--- src/rtl/sync_cfg_pkg.sv ---
package sync_cfg_pkg;
  localparam int DLY_W = 8;

  typedef struct packed {
    logic             vs_inv;
    logic             hs_inv;
    logic             csync_sel;
    logic             no_eq;
    logic [DLY_W-1:0] vdelay;
  } out_mode_t;
endpackage

--- src/rtl/so_vdelay.sv ---
// Vertical sync delay built from two edge counters instead of a long shift line.
module so_vdelay #(
  parameter int DW = 8
) (
  input  logic          clk,
  input  logic          rst,
  input  logic          vs_in,
  input  logic          vs_rise,
  input  logic          vs_fall,
  input  logic [DW-1:0] dly,
  output logic          vs_dly
);
  localparam logic [DW-1:0] D_ONE = DW'(1);

  logic [DW-1:0] rcnt_q, fcnt_q;
  logic          rbusy_q, fbusy_q, lev_q;
  logic          r_fire, f_fire;

  // Fire in the cycle before the delayed edge must be visible.
  assign r_fire = (vs_rise && dly == D_ONE) || (rbusy_q && rcnt_q == D_ONE);
  assign f_fire = (vs_fall && dly == D_ONE) || (fbusy_q && fcnt_q == D_ONE);

  always_ff @(posedge clk) begin
    if (rst) begin
      rcnt_q  <= '0;
      fcnt_q  <= '0;
      rbusy_q <= 1'b0;
      fbusy_q <= 1'b0;
      lev_q   <= 1'b0;
    end else begin
      if (vs_rise && dly > D_ONE) begin
        rbusy_q <= 1'b1;
        rcnt_q  <= dly - D_ONE;
      end else if (rbusy_q) begin
        if (rcnt_q == D_ONE) rbusy_q <= 1'b0;
        else                 rcnt_q  <= rcnt_q - D_ONE;
      end

      if (vs_fall && dly > D_ONE) begin
        fbusy_q <= 1'b1;
        fcnt_q  <= dly - D_ONE;
      end else if (fbusy_q) begin
        if (fcnt_q == D_ONE) fbusy_q <= 1'b0;
        else                 fcnt_q  <= fcnt_q - D_ONE;
      end

      if (f_fire)      lev_q <= 1'b0;
      else if (r_fire) lev_q <= 1'b1;
    end
  end

  assign vs_dly = (dly == '0) ? vs_in : lev_q;
endmodule

--- src/rtl/so_csync.sv ---
// Composite sync former: serration, equalization window tracking, half-line pulses.
module so_csync #(
  parameter int PIX_W    = 12,
  parameter int LINE_W   = 11,
  parameter int EQ_LINES = 3
) (
  input  logic             clk,
  input  logic             rst,
  input  logic             hs_in,
  input  logic             vs_in,
  input  logic             hs_rise,
  input  logic             vs_rise,
  input  logic             vs_fall,
  input  logic             no_eq,
  input  logic [PIX_W-1:0] half_line,
  input  logic [PIX_W-1:0] hs_width,
  output logic             csync
);
  localparam logic [LINE_W-1:0] L_ONE = LINE_W'(1);
  localparam logic [LINE_W-1:0] L_EQ  = LINE_W'(EQ_LINES);
  localparam logic [LINE_W:0]   X_EQ  = (LINE_W + 1)'(EQ_LINES);
  localparam logic [PIX_W-1:0]  P_MAX = '1;

  logic [PIX_W-1:0]  pcnt_q, pos, eq_w;
  logic [LINE_W-1:0] ln_q, ln, vend_q, vend_now, flen_q;
  logic              post_ok_q, seen_q, flen_ok_q;
  logic              post_eq, pre_eq, eq_pulse;

  always_comb begin
    if (hs_rise)              pos = '0;
    else if (pcnt_q == P_MAX) pos = pcnt_q;
    else                      pos = pcnt_q + 1'b1;

    if (vs_rise)      ln = '0;
    else if (hs_rise) ln = ln_q + L_ONE;
    else              ln = ln_q;
  end

  assign vend_now = vs_fall ? ln : vend_q;
  assign post_eq  = !vs_in && (vs_fall || post_ok_q) && ((ln - vend_now) < L_EQ);
  assign pre_eq   = flen_ok_q && !vs_in && (({1'b0, ln} + X_EQ) >= {1'b0, flen_q});
  assign eq_w     = hs_width >> 1;
  assign eq_pulse = (pos < eq_w) || ((pos >= half_line) && ((pos - half_line) < eq_w));

  always_comb begin
    if (vs_in)                          csync = ~hs_in;
    else if ((pre_eq || post_eq) && !no_eq) csync = eq_pulse;
    else                                csync = hs_in;
  end

  always_ff @(posedge clk) begin
    if (rst) begin
      pcnt_q    <= '0;
      ln_q      <= '0;
      vend_q    <= '0;
      flen_q    <= '0;
      post_ok_q <= 1'b0;
      seen_q    <= 1'b0;
      flen_ok_q <= 1'b0;
    end else begin
      pcnt_q <= pos;
      ln_q   <= ln;
      if (vs_rise) begin
        post_ok_q <= 1'b0;
        flen_q    <= ln_q + L_ONE;
        seen_q    <= 1'b1;
        flen_ok_q <= seen_q;
      end else if (vs_fall) begin
        post_ok_q <= 1'b1;
        vend_q    <= ln;
      end
    end
  end
endmodule

--- src/rtl/sync_out_cond.sv ---
module sync_out_cond
  import sync_cfg_pkg::*;
#(
  parameter int PIX_W    = 12,
  parameter int LINE_W   = 11,
  parameter int EQ_LINES = 3
) (
  input  logic             clk,
  input  logic             rst,
  input  logic             hs_in,
  input  logic             vs_in,
  input  logic             cfg_vs_inv,
  input  logic             cfg_hs_inv,
  input  logic             cfg_csync_sel,
  input  logic             cfg_no_eq,
  input  logic [DLY_W-1:0] cfg_vdelay,
  input  logic [PIX_W-1:0] cfg_half_line,
  input  logic [PIX_W-1:0] cfg_hs_width,
  output logic             hs_out,
  output logic             vs_out
);
  logic       vs_prev_q, hs_prev_q;
  logic       vs_rise, vs_fall, hs_rise;
  out_mode_t  cfg_now, shadow_q, eff;
  logic [PIX_W-1:0] half_q, hsw_q, half_eff, hsw_eff;
  logic       vs_dly, csync, hs_sel;

  assign vs_rise = vs_in & ~vs_prev_q;
  assign vs_fall = ~vs_in & vs_prev_q;
  assign hs_rise = hs_in & ~hs_prev_q;

  always_comb begin
    cfg_now.vs_inv    = cfg_vs_inv;
    cfg_now.hs_inv    = cfg_hs_inv;
    cfg_now.csync_sel = cfg_csync_sel;
    cfg_now.no_eq     = cfg_no_eq;
    cfg_now.vdelay    = cfg_csync_sel ? '0 : cfg_vdelay;
  end

  // Frame-start capture; the capture cycle itself already runs on the new values.
  assign eff      = vs_rise ? cfg_now       : shadow_q;
  assign half_eff = vs_rise ? cfg_half_line : half_q;
  assign hsw_eff  = vs_rise ? cfg_hs_width  : hsw_q;

  always_ff @(posedge clk) begin
    if (rst) begin
      vs_prev_q <= 1'b0;
      hs_prev_q <= 1'b0;
      shadow_q  <= '0;
      half_q    <= '0;
      hsw_q     <= '0;
    end else begin
      vs_prev_q <= vs_in;
      hs_prev_q <= hs_in;
      if (vs_rise) begin
        shadow_q <= cfg_now;
        half_q   <= cfg_half_line;
        hsw_q    <= cfg_hs_width;
      end
    end
  end

  so_vdelay #(.DW(DLY_W)) u_vdly (
    .clk     (clk),
    .rst     (rst),
    .vs_in   (vs_in),
    .vs_rise (vs_rise),
    .vs_fall (vs_fall),
    .dly     (eff.vdelay),
    .vs_dly  (vs_dly)
  );

  so_csync #(.PIX_W(PIX_W), .LINE_W(LINE_W), .EQ_LINES(EQ_LINES)) u_cs (
    .clk       (clk),
    .rst       (rst),
    .hs_in     (hs_in),
    .vs_in     (vs_in),
    .hs_rise   (hs_rise),
    .vs_rise   (vs_rise),
    .vs_fall   (vs_fall),
    .no_eq     (eff.no_eq),
    .half_line (half_eff),
    .hs_width  (hsw_eff),
    .csync     (csync)
  );

  assign hs_sel = eff.csync_sel ? csync : hs_in;

  // Polarity is the final stage ahead of the output flops.
  always_ff @(posedge clk) begin
    if (rst) begin
      hs_out <= 1'b0;
      vs_out <= 1'b0;
    end else begin
      hs_out <= hs_sel ^ eff.hs_inv;
      vs_out <= vs_dly ^ eff.vs_inv;
    end
  end
endmodule

--- config.mk ---
export PLATFORM = sky130hd
export DESIGN_NAME = sync_out_cond
export DESIGN_NICKNAME = d
export VERILOG_FILES = /design/src/rtl/sync_cfg_pkg.sv /design/src/rtl/so_vdelay.sv /design/src/rtl/so_csync.sv /design/src/rtl/sync_out_cond.sv
export SDC_FILE = /design/constraint.sdc
export NUM_CORES = 1
export LEC_CHECK = 0
export ABC_AREA = 1
export BUFFER_PORTS_ARGS = -buffer_cell sky130_fd_sc_hd__buf_4
export CAP_MARGIN = 20
export CORE_UTILIZATION = 30
export DETAILED_ROUTE_END_ITERATION = 6
export PLACE_DENSITY_LB_ADDON = 0.05
export SYNTH_ARGS = -nofsm -noshare
export SYNTH_HDL_FRONTEND = slang
export SYNTH_HIERARCHICAL = 1
export SYNTH_SLANG_ARGS = --single-unit
--- constraint.sdc ---
create_clock -name clk -period 8.48 [get_ports clk]
set_input_delay 1.696 -clock clk [delete_from_list [all_inputs] [get_ports clk]]
set_output_delay 1.696 -clock clk [all_outputs]
set_load 0.1 [all_outputs]
After elaboration in Yosys (flattened, before gate mapping)
Cells that the tools add are included.
Operators by class
  $add $sub $neg: 8
  magnitude comparators: 6
  equal/unequal tests: 6
  mux-type cells: 25
  bitwise operators: 9
  reductions and logical operators: 26
Operators with widths (number)
  2-to-1 mux 12 bit: 5
  2-to-1 mux 8 bit: 7
  2-to-1 mux 11 bit: 3
  == test 8 x 1 -> 1 bit, second input constant: 3
  less-than comparator 12 x 11 -> 1 bit: 2
  subtractor 8 x 1 -> 8 bit, second input constant: 3
  adder 11 x 2 -> 12 bit, second input constant: 1
  adder 12 x 1 -> 12 bit, second input constant: 1
  == test 12 bit, second input constant: 1
  greater-or-equal comparator 12 x 11 -> 1 bit: 1
  greater-or-equal comparator 12 bit: 1
  logical AND 1 bit: 12
  subtractor 12 bit: 1
  adder 11 x 1 -> 11 bit, second input constant: 1
  less-than comparator 11 x 2 -> 1 bit, second input constant: 1
  subtractor 11 bit: 1
  2-to-1 mux 1 bit: 10
  greater-than comparator 8 x 1 -> 1 bit, second input constant: 1
  zero test 8 bit: 1
  logical OR 1 bit: 5
  inequality test 2 x 1 -> 1 bit, second input constant: 2
  inverter 1 bit: 4
  AND reduction 2 bit: 2
  nonzero test 2 bit: 2
  other kinds (4): 9
Storage, ports and cells
  flip-flop bits (word level): 107
  output and inout port bits: 2

Longest topological paths before layout
Gate-level depths: netlist (run 1).
  word-level depth: 14
  mapped depth: 35

Cells and area by module
The synthesis (run 1) kept the hierarchy.
By module, submodules not included
  so_csync: times used 1, cells an instance 695, area an instance 4500.6 sq um, seq. area each 960.9 sq um
  sync_out_cond: times used 1, cells an instance 221, area an instance 1692.9 sq um, seq. area each 800.8 sq um
  so_vdelay: times used 1, cells an instance 214, area an instance 1477.7 sq um, seq. area each 380.4 sq um

Least setup slack after synthesis (run 1)
Ideal clock, no wire load.
  kind: input to register
  start point: input hs_in
  end point: register hs_out
  setup time: 0.115 ns
  arrival time: 4.955 ns
  required time: 8.365 ns
  setup slack: 3.410 ns
  stages: 30
  buffers on the path: 2
  cells stage by stage: inv_1 nor2_1 buf_2 buf_1 nor3_1 ha_1 a21oi_1 nand2_1 a21oi_1 nor2_1 nor2_1 xnor2_1 ha_1 a21oi_1 nor3_1 nor2_1 nand3_1 nand2_1 nand2_1 nand2_1 nand2_1 nor2_1 a21oi_1 nand3_1 nand3_1 nand2_1 inv_1 nand3_2 a21oi_1 nor2_1
RTL lines
  start, declared: RTL line sync_out_cond.sv:10  | input logic hs_in,
  AND 1 bit *: RTL line sync_out_cond.sv:30  | assign hs_rise = hs_in & ~hs_prev_q;
  via hs_rise: RTL line sync_out_cond.sv:23  | logic vs_rise, vs_fall, hs_rise;
  2-to-1 mux 12 bit *: RTL line so_csync.sv:30  | if (hs_rise) pos = '0;
  via u_cs.pos[2]: RTL line so_csync.sv:24  | logic [PIX_W-1:0] pcnt_q, pos, eq_w;
  subtractor 12 bit: RTL line so_csync.sv:43  | assign eq_pulse = (pos < eq_w) || ((pos >= half_line) && ((pos - half_line) < eq_w));
  less-than comparator 12 x 11 -> 1 bit: RTL line so_csync.sv:43
  logical AND 1 bit: RTL line so_csync.sv:43
  logical OR 1 bit *: RTL line so_csync.sv:43
  2-to-1 mux 1 bit *: RTL line so_csync.sv:47  | else if ((pre_eq || post_eq) && !no_eq) csync = eq_pulse;
  2-to-1 mux 1 bit *: RTL line so_csync.sv:46  | if (vs_in) csync = ~hs_in;
  via csync: RTL line sync_out_cond.sv:26  | logic vs_dly, csync, hs_sel;
  2-to-1 mux 1 bit *: RTL line sync_out_cond.sv:87  | assign hs_sel = eff.csync_sel ? csync : hs_in;
  bitwise XOR 1 bit *: RTL line sync_out_cond.sv:95  | hs_out <= hs_sel ^ eff.hs_inv;
  end signal, assigned: RTL line sync_out_cond.sv:95
  end, declared: RTL line sync_out_cond.sv:19  | output logic hs_out,
Mark *: on every way through the listed nets, which the timed path passes. The rest lies on a longest branch.
A chain may end at the register's enable or synchronous reset.

Final worst setup path (run 1)
  start point: input vs_in
  end point: register hs_out
Between the ends
  cells in the longest elaborated chain, start to end: 12
Ends and longest elaborated chain
  start, declared: RTL line sync_out_cond.sv:11  | input logic vs_in,
  AND 1 bit / inverter 1 bit (equally long branches): RTL line sync_out_cond.sv:28, sync_out_cond.sv:29
  2-to-1 mux 11 bit / AND 1 bit (equally long branches): RTL line so_csync.sv:34, sync_out_cond.sv:29
  2-to-1 mux 11 bit *: RTL line so_csync.sv:39  | assign vend_now = vs_fall ? ln : vend_q;
  via u_cs.vend_now[0]: RTL line so_csync.sv:25  | logic [LINE_W-1:0] ln_q, ln, vend_q, vend_now, flen_q;
  subtractor 11 bit *: RTL line so_csync.sv:40  | assign post_eq = !vs_in && (vs_fall || post_ok_q) && ((ln - vend_now) < L_EQ);
  less-than comparator 11 x 2 -> 1 bit *: RTL line so_csync.sv:40
  logical AND 1 bit *: RTL line so_csync.sv:40
  logical OR 1 bit *: RTL line so_csync.sv:47
  logical AND 1 bit *: RTL line so_csync.sv:47
  2-to-1 mux 1 bit *: RTL line so_csync.sv:47
  2-to-1 mux 1 bit *: RTL line so_csync.sv:46
  via csync: RTL line sync_out_cond.sv:26
  2-to-1 mux 1 bit *: RTL line sync_out_cond.sv:87
  bitwise XOR 1 bit *: RTL line sync_out_cond.sv:95
Marked as above.

==> results.toml, run 1 <==
[placed_design]
place_congestion = 0.792
place_hpwl_um = 15100
placed_cells = 1473
place_ws_ps = 2280
io_buffers = 40
place_area_um2 = 8240

[die]
ios = 42
die_w_um = 162
core_area_um2 = 25000
rows = 58
floorplan.die_area_um2 = 26100
fp.dieH_um = 162
initial_core_util_pct = 30.5

[power_and_ir_drop]
power_leakage_nw = 4.08
pwr_density_cell_nw_per_um2 = 170
peakVddDrop_mv = 0.0819
power_mw = 1.45

[job]
max_cap_violations = 0

[clock_network]
cts_sinks = 106
clk_latency_ps = 370
htreeDepth = 3
cts_buffer_depth = 2
cts_hold_buf = 0
cts_tree = "done"
cts_setup_buffers = 0
numCtsBuffers = 9
clk_pin_slew_ps = 70
cts_resized = 0
clock-root-buffer = "clkbuf_16"

[logic_synthesis]
synth_warnings = 6
postSynthCellCount = 1125
synth_area_um2 = 7630
synthesis.nets = 1229
avgSynthCellArea_um2 = 6.78

[critical_path]
arrival_ps = 5930
crit_required_ps = 8730
critical_path.max_fanout = 38
cp-start-kind = "input pin"
worstSetupPathType = "input pin to flop"
worstSetupEndpointType = "flop"

[sta]
worst_slew_pin_slew_ps = 648
period_share_pct = 66.9
fin_skew_ps = 16.3
slew_violations = 0
period_needed_ps = 5670
setup_viol = 0
max-slew-margin-rel_pct = 56.7
tns_ps = 0
worst_slack_ps = 2810
hold_ws_ps = 477
rsz0062_at_grt = "no"
max_freq_ghz = 0.176
final_hold_viol_count = 0

[detailed_routing]
dr.first_iter.drc_count = 293
dr.pass1.iters = 5
postRouteAntennaNets = 0
avgRoutedWirePerCell_um = 13.3
vias = 6693
routed_wl_um = 19800
route.detailed.drc = 0
viasPerCell = 4.49

[worst_hold_path]
worstHoldPathType = "flop to flop"

[grt]
grt_pass1_wl_um = 33500
antenna_found_initial = 0
grt_pass1_vias = 6475
grt_use_total_pct = 16.1
overflow = 0
grt_max_degree = 39

[final_layout]
diodes = 0
stdcell_count = 1489
nets = 1258
final_util_pct = 34.1
drive_gt1_share_pct = 13.5
fillers = 2793
final_area_um2 = 8540
synthToLayoutAreaGrowth_pct = 11.9

[outcome]
outcome = "finished, final reports clean"
[layout by cell type, fill, tap and decap left out, drive strengths merged, types with 2 or more instances in the layout]
master      n
nor3       18
xnor2      12
clkinv      4
o21bai      3
nand2     231
nand3      77
a21oi      59
and2        2
nor2      140
a21o        2
nand3b      2
inv       196
buf        46
fa          2
nor4        4
nand4      19
a211oi      2
ha         62
clkinvlp    2
a31oi      12
xor2       28
o22ai       7
o21ai      82
or2        25
dfxtp     106
o31ai       2
clkbuf     10
[report_power, final]
part | total, mW | internal, mW | leakage [nW] | switching (mW)
clock network | 0.448 | 0.234 | 0.141 | 0.214
logic | 0.444 | 0.167 | 3.07 | 0.277
registers | 0.556 | 0.532 | 0.870 | 0.0238
[critical path: stages]
cell and delay, ps:
buf_4 140, nand2_2 300, inv_2 410, buf_4 440, inv_2 210, nand3_2 200
nand2_1 60, o21ai_0 90, inv_1 70, ha_1 190, inv_1 110, fa_1 430
inv_1 60, o21ai_0 80, nor3_1 190, nand3_1 110, nor2_1 100, nand4_1 90
nor2_1 160, nand2_1 80, nand2_1 90, nand3_1 70, nand3_1 90, nand2_1 50
inv_1 60, nand3_2 90, a21oi_1 130, nor2_1 60
[cell type report]
cell class / instances / area, um2 / share of cell area [%]
multi-input combinational: 794 / 4610 / 54.0
sequential: 106 / 2120 / 24.9
inverter: 197 / 741 / 8.68
tap: 330 / 413 / 4.84
timing repair buffer: 46 / 345 / 4.04
clock buffer: 10 / 229 / 2.68
clock inverter: 6 / 73.8 / 0.865
[registers in the layout, summed over array words and instances, names as in the netlist, 8 cells and up]
register	cells
half_q	12
hsw_q	11
u_cs/vend_q	11
u_vdly/rcnt_q	8
shadow_q	12
u_vdly/fcnt_q	8
u_cs/ln_q	11
u_cs/flen_q	11
u_cs/pcnt_q	12
[worst paths after layout]
path | start | end | slack [ps] | cells after the start
min reg2reg | u_cs/post_ok_q$_SDFFE_PP0P_ | u_cs/post_ok_q$_SDFFE_PP0P_ | 480 | 2
min | u_cs/post_ok_q$_SDFFE_PP0P_ | u_cs/post_ok_q$_SDFFE_PP0P_ | 480 | 2
max | vs_in | hs_out$_SDFF_PP0_ | 2810 | 28
max reg2reg | u_cs/pcnt_q[0]$_SDFF_PP0_ | hs_out$_SDFF_PP0_ | 3760 | 33
[per-layer routing]
metal / share of wire (%) / wire length, um / GRT usage (%) / vias up
li1: - / - / - / 3645
met5: 0 / 0 / 0 / -
met1: 53 / 10400 / 22.1 / 2983
met2: 44 / 8750 / 26.2 / 52
met4: 1.2 / 237 / 4.29 / 0
met3: 1.9 / 374 / 2.18 / 13
Power figures use the tool's default switching activity.
==> run 2, diff against run 1 <==
==> constraint.sdc (replaced) <==
create_clock -name clk -period 5.4 [get_ports clk]
set_input_delay 1.08 -clock clk [delete_from_list [all_inputs] [get_ports clk]]
set_output_delay 1.08 -clock clk [all_outputs]
set_load 0.1 [all_outputs]
==> run 2 against run 1 <==
Compared with the run above:
- clock skew decreased by 2.6 ps
- sequential power is 57% higher
- hold slack lost 3.5 ps
- largest cell class unchanged
- first-iteration DRC count is 6.5% higher
- core utilization up 0.20 points
- critical path depth increased by 5
- register-to-register slack got worse by 2900 ps
- via count did not move
- clock power rose by 55%
- global-route usage about the same
- die area stayed put
- combinational power increased by 58%
==> results.toml, run 2 (same netlist as run 1, synthesis figures left out) <==
[grt]
grt_pass1_vias = 6619
overflow = 0
grt_max_degree = 49
grt_use_total_pct = 16.1
antenna_found_initial = 0
grt_pass1_wl_um = 33600

[detailed_routing]
avgRoutedWirePerCell_um = 13.3
viasPerCell = 4.48
routed_wl_um = 19800
dr.first_iter.drc_count = 312
postRouteAntennaNets = 0
dr.pass1.iters = 4
vias = 6693
route.detailed.drc = 0

[worst_hold_path]
worstHoldPathType = "flop to flop"

[critical_path]
arrival_ps = 4850
cp-start-kind = "flop"
crit_required_ps = 5660
worstSetupEndpointType = "flop"
r2r_slack_ps = 810
crit_path_top_delay_cell = "dfxtp_1"
critical_path.max_fanout = 10
max_stage_delay_ps = 400
worstSetupPathType = "flop to flop"

[sta]
slew_violations = 0
tns_ps = 0
setup_viol = 0
max-slew-margin-rel_pct = 60.7
max_freq_ghz = 0.218
fin_skew_ps = 13.7
period_share_pct = 84.9
period_needed_ps = 4590
final_hold_viol_count = 0
worst_slew_pin_slew_ps = 588
rsz0062_at_grt = "no"

[clock_network]
clock-root-buffer = "clkbuf_16"
numCtsBuffers = 9
cts_resized = 0
cts_buffer_depth = 2
cts_tree = "done"
htreeDepth = 3
cts_setup_buffers = 0
cts_hold_buf = 0
clk_pin_slew_ps = 80
clk_latency_ps = 370
cts_sinks = 106

[die]
initial_core_util_pct = 30.5
rows = 58
core_area_um2 = 25000
die_w_um = 162
ios = 42
floorplan.die_area_um2 = 26100
fp.dieH_um = 162

[final_layout]
nets = 1264
drive_gt1_share_pct = 14.0
top_regs = "half_q x12, shadow_q x12, u_cs/pcnt_q x12"
final_area_um2 = 8590
layout_common_cells = "nand2_1 (212), inv_1 (178), nor2_1 (125)"
diodes = 0
synthToLayoutAreaGrowth_pct = 12.5
final_common_cell = "nand2_1"

[power_and_ir_drop]
power_leakage_nw = 4.12
peakVddDrop_mv = 0.159
pwr_density_cell_nw_per_um2 = 264

[placed_design]
place_area_um2 = 8280
place_hpwl_um = 15400
place_congestion = 0.804
io_buffers = 40

[outcome]
outcome = "finished, final reports clean"

[job]
max_cap_violations = 0
-- run 2: changes by cell type in the layout (fill, tap and decap cells not counted), sizes merged --
cell / change
buf: +6
bufinv: -1
clkinvlp: -2
inv: +1
clkinv: +3
clkbuf: -1
-- run 2: area by class of cell --
class                           instances  area [um2]
Fill cell                            2785       16400
Sequential cell                       106        2120
Inverter                              197         741
Multi-Input combinational cell        794        4610
Timing Repair Buffer                   52         390
Clock buffer                            9         225
Clock inverter                          7        83.8
Tap cell                              330         413
-- run 2: metal layers --
metal / up-vias / GRT usage (%) / share of wire [%]
li1: 3661 / - / -
met1: 2956 / 21.9 / 52
met2: 64 / 27.1 / 45
met3: 12 / 2.03 / 2.5
met4: 0 / 3.47 / 0.88
met5: - / 0 / 0
-- run 2: report_power, final --
group          switching (mW)  leakage, nW  internal (mW)
Combinational           0.436         3.10          0.265
Clock                   0.362        0.149          0.332
Sequential             0.0370        0.870          0.836
Total                   0.835         4.12           1.43
-- run 2: stage by stage --
| stage | util (%) | instances | total power [mW] | setup WS (ps) | hold slack [ps] |
|---|---|---|---|---|---|
| finish | 34.3 | 1495 | 2.27 | 813 | 473 |
| CTS | 34.3 | 1495 | 2.32 | 676 | 470 |
| detailed placement | 33.1 | 1479 | 1.60 | 456 | 458 |
| global route | 34.3 | 1495 | 2.46 | 245 | 492 |
| global placement | 33.1 | 1479 | 1.61 | 448 | 460 |
| floorplan | - | 1125 | 1.43 | 946 | 436 |
-- run 2: worst paths after layout --
path                                                start                       end  cells past startpoint
worst max-delay path            u_cs/pcnt_q[0]$_SDFF_PP0_         hs_out$_SDFF_PP0_                     33
worst min-delay path             u_cs/seen_q$_SDFFE_PP0P_  u_cs/seen_q$_SDFFE_PP0P_                      2
worst max register to register  u_cs/pcnt_q[0]$_SDFF_PP0_         hs_out$_SDFF_PP0_                     33
worst min register to register   u_cs/seen_q$_SDFFE_PP0P_  u_cs/seen_q$_SDFFE_PP0P_                      2
-- run 2: worst max-delay path: cells and delay by family (launching register included) --
kind / cells / cell delay, ps
and+or+nand+nor: 21 / 2200
buffers and inverters: 4 / 360
AOI/OAI and AO/OA: 4 / 560
DFF: 1 / 400
xor gates and xnor gates: 1 / 80
adders and majority gates: 3 / 870
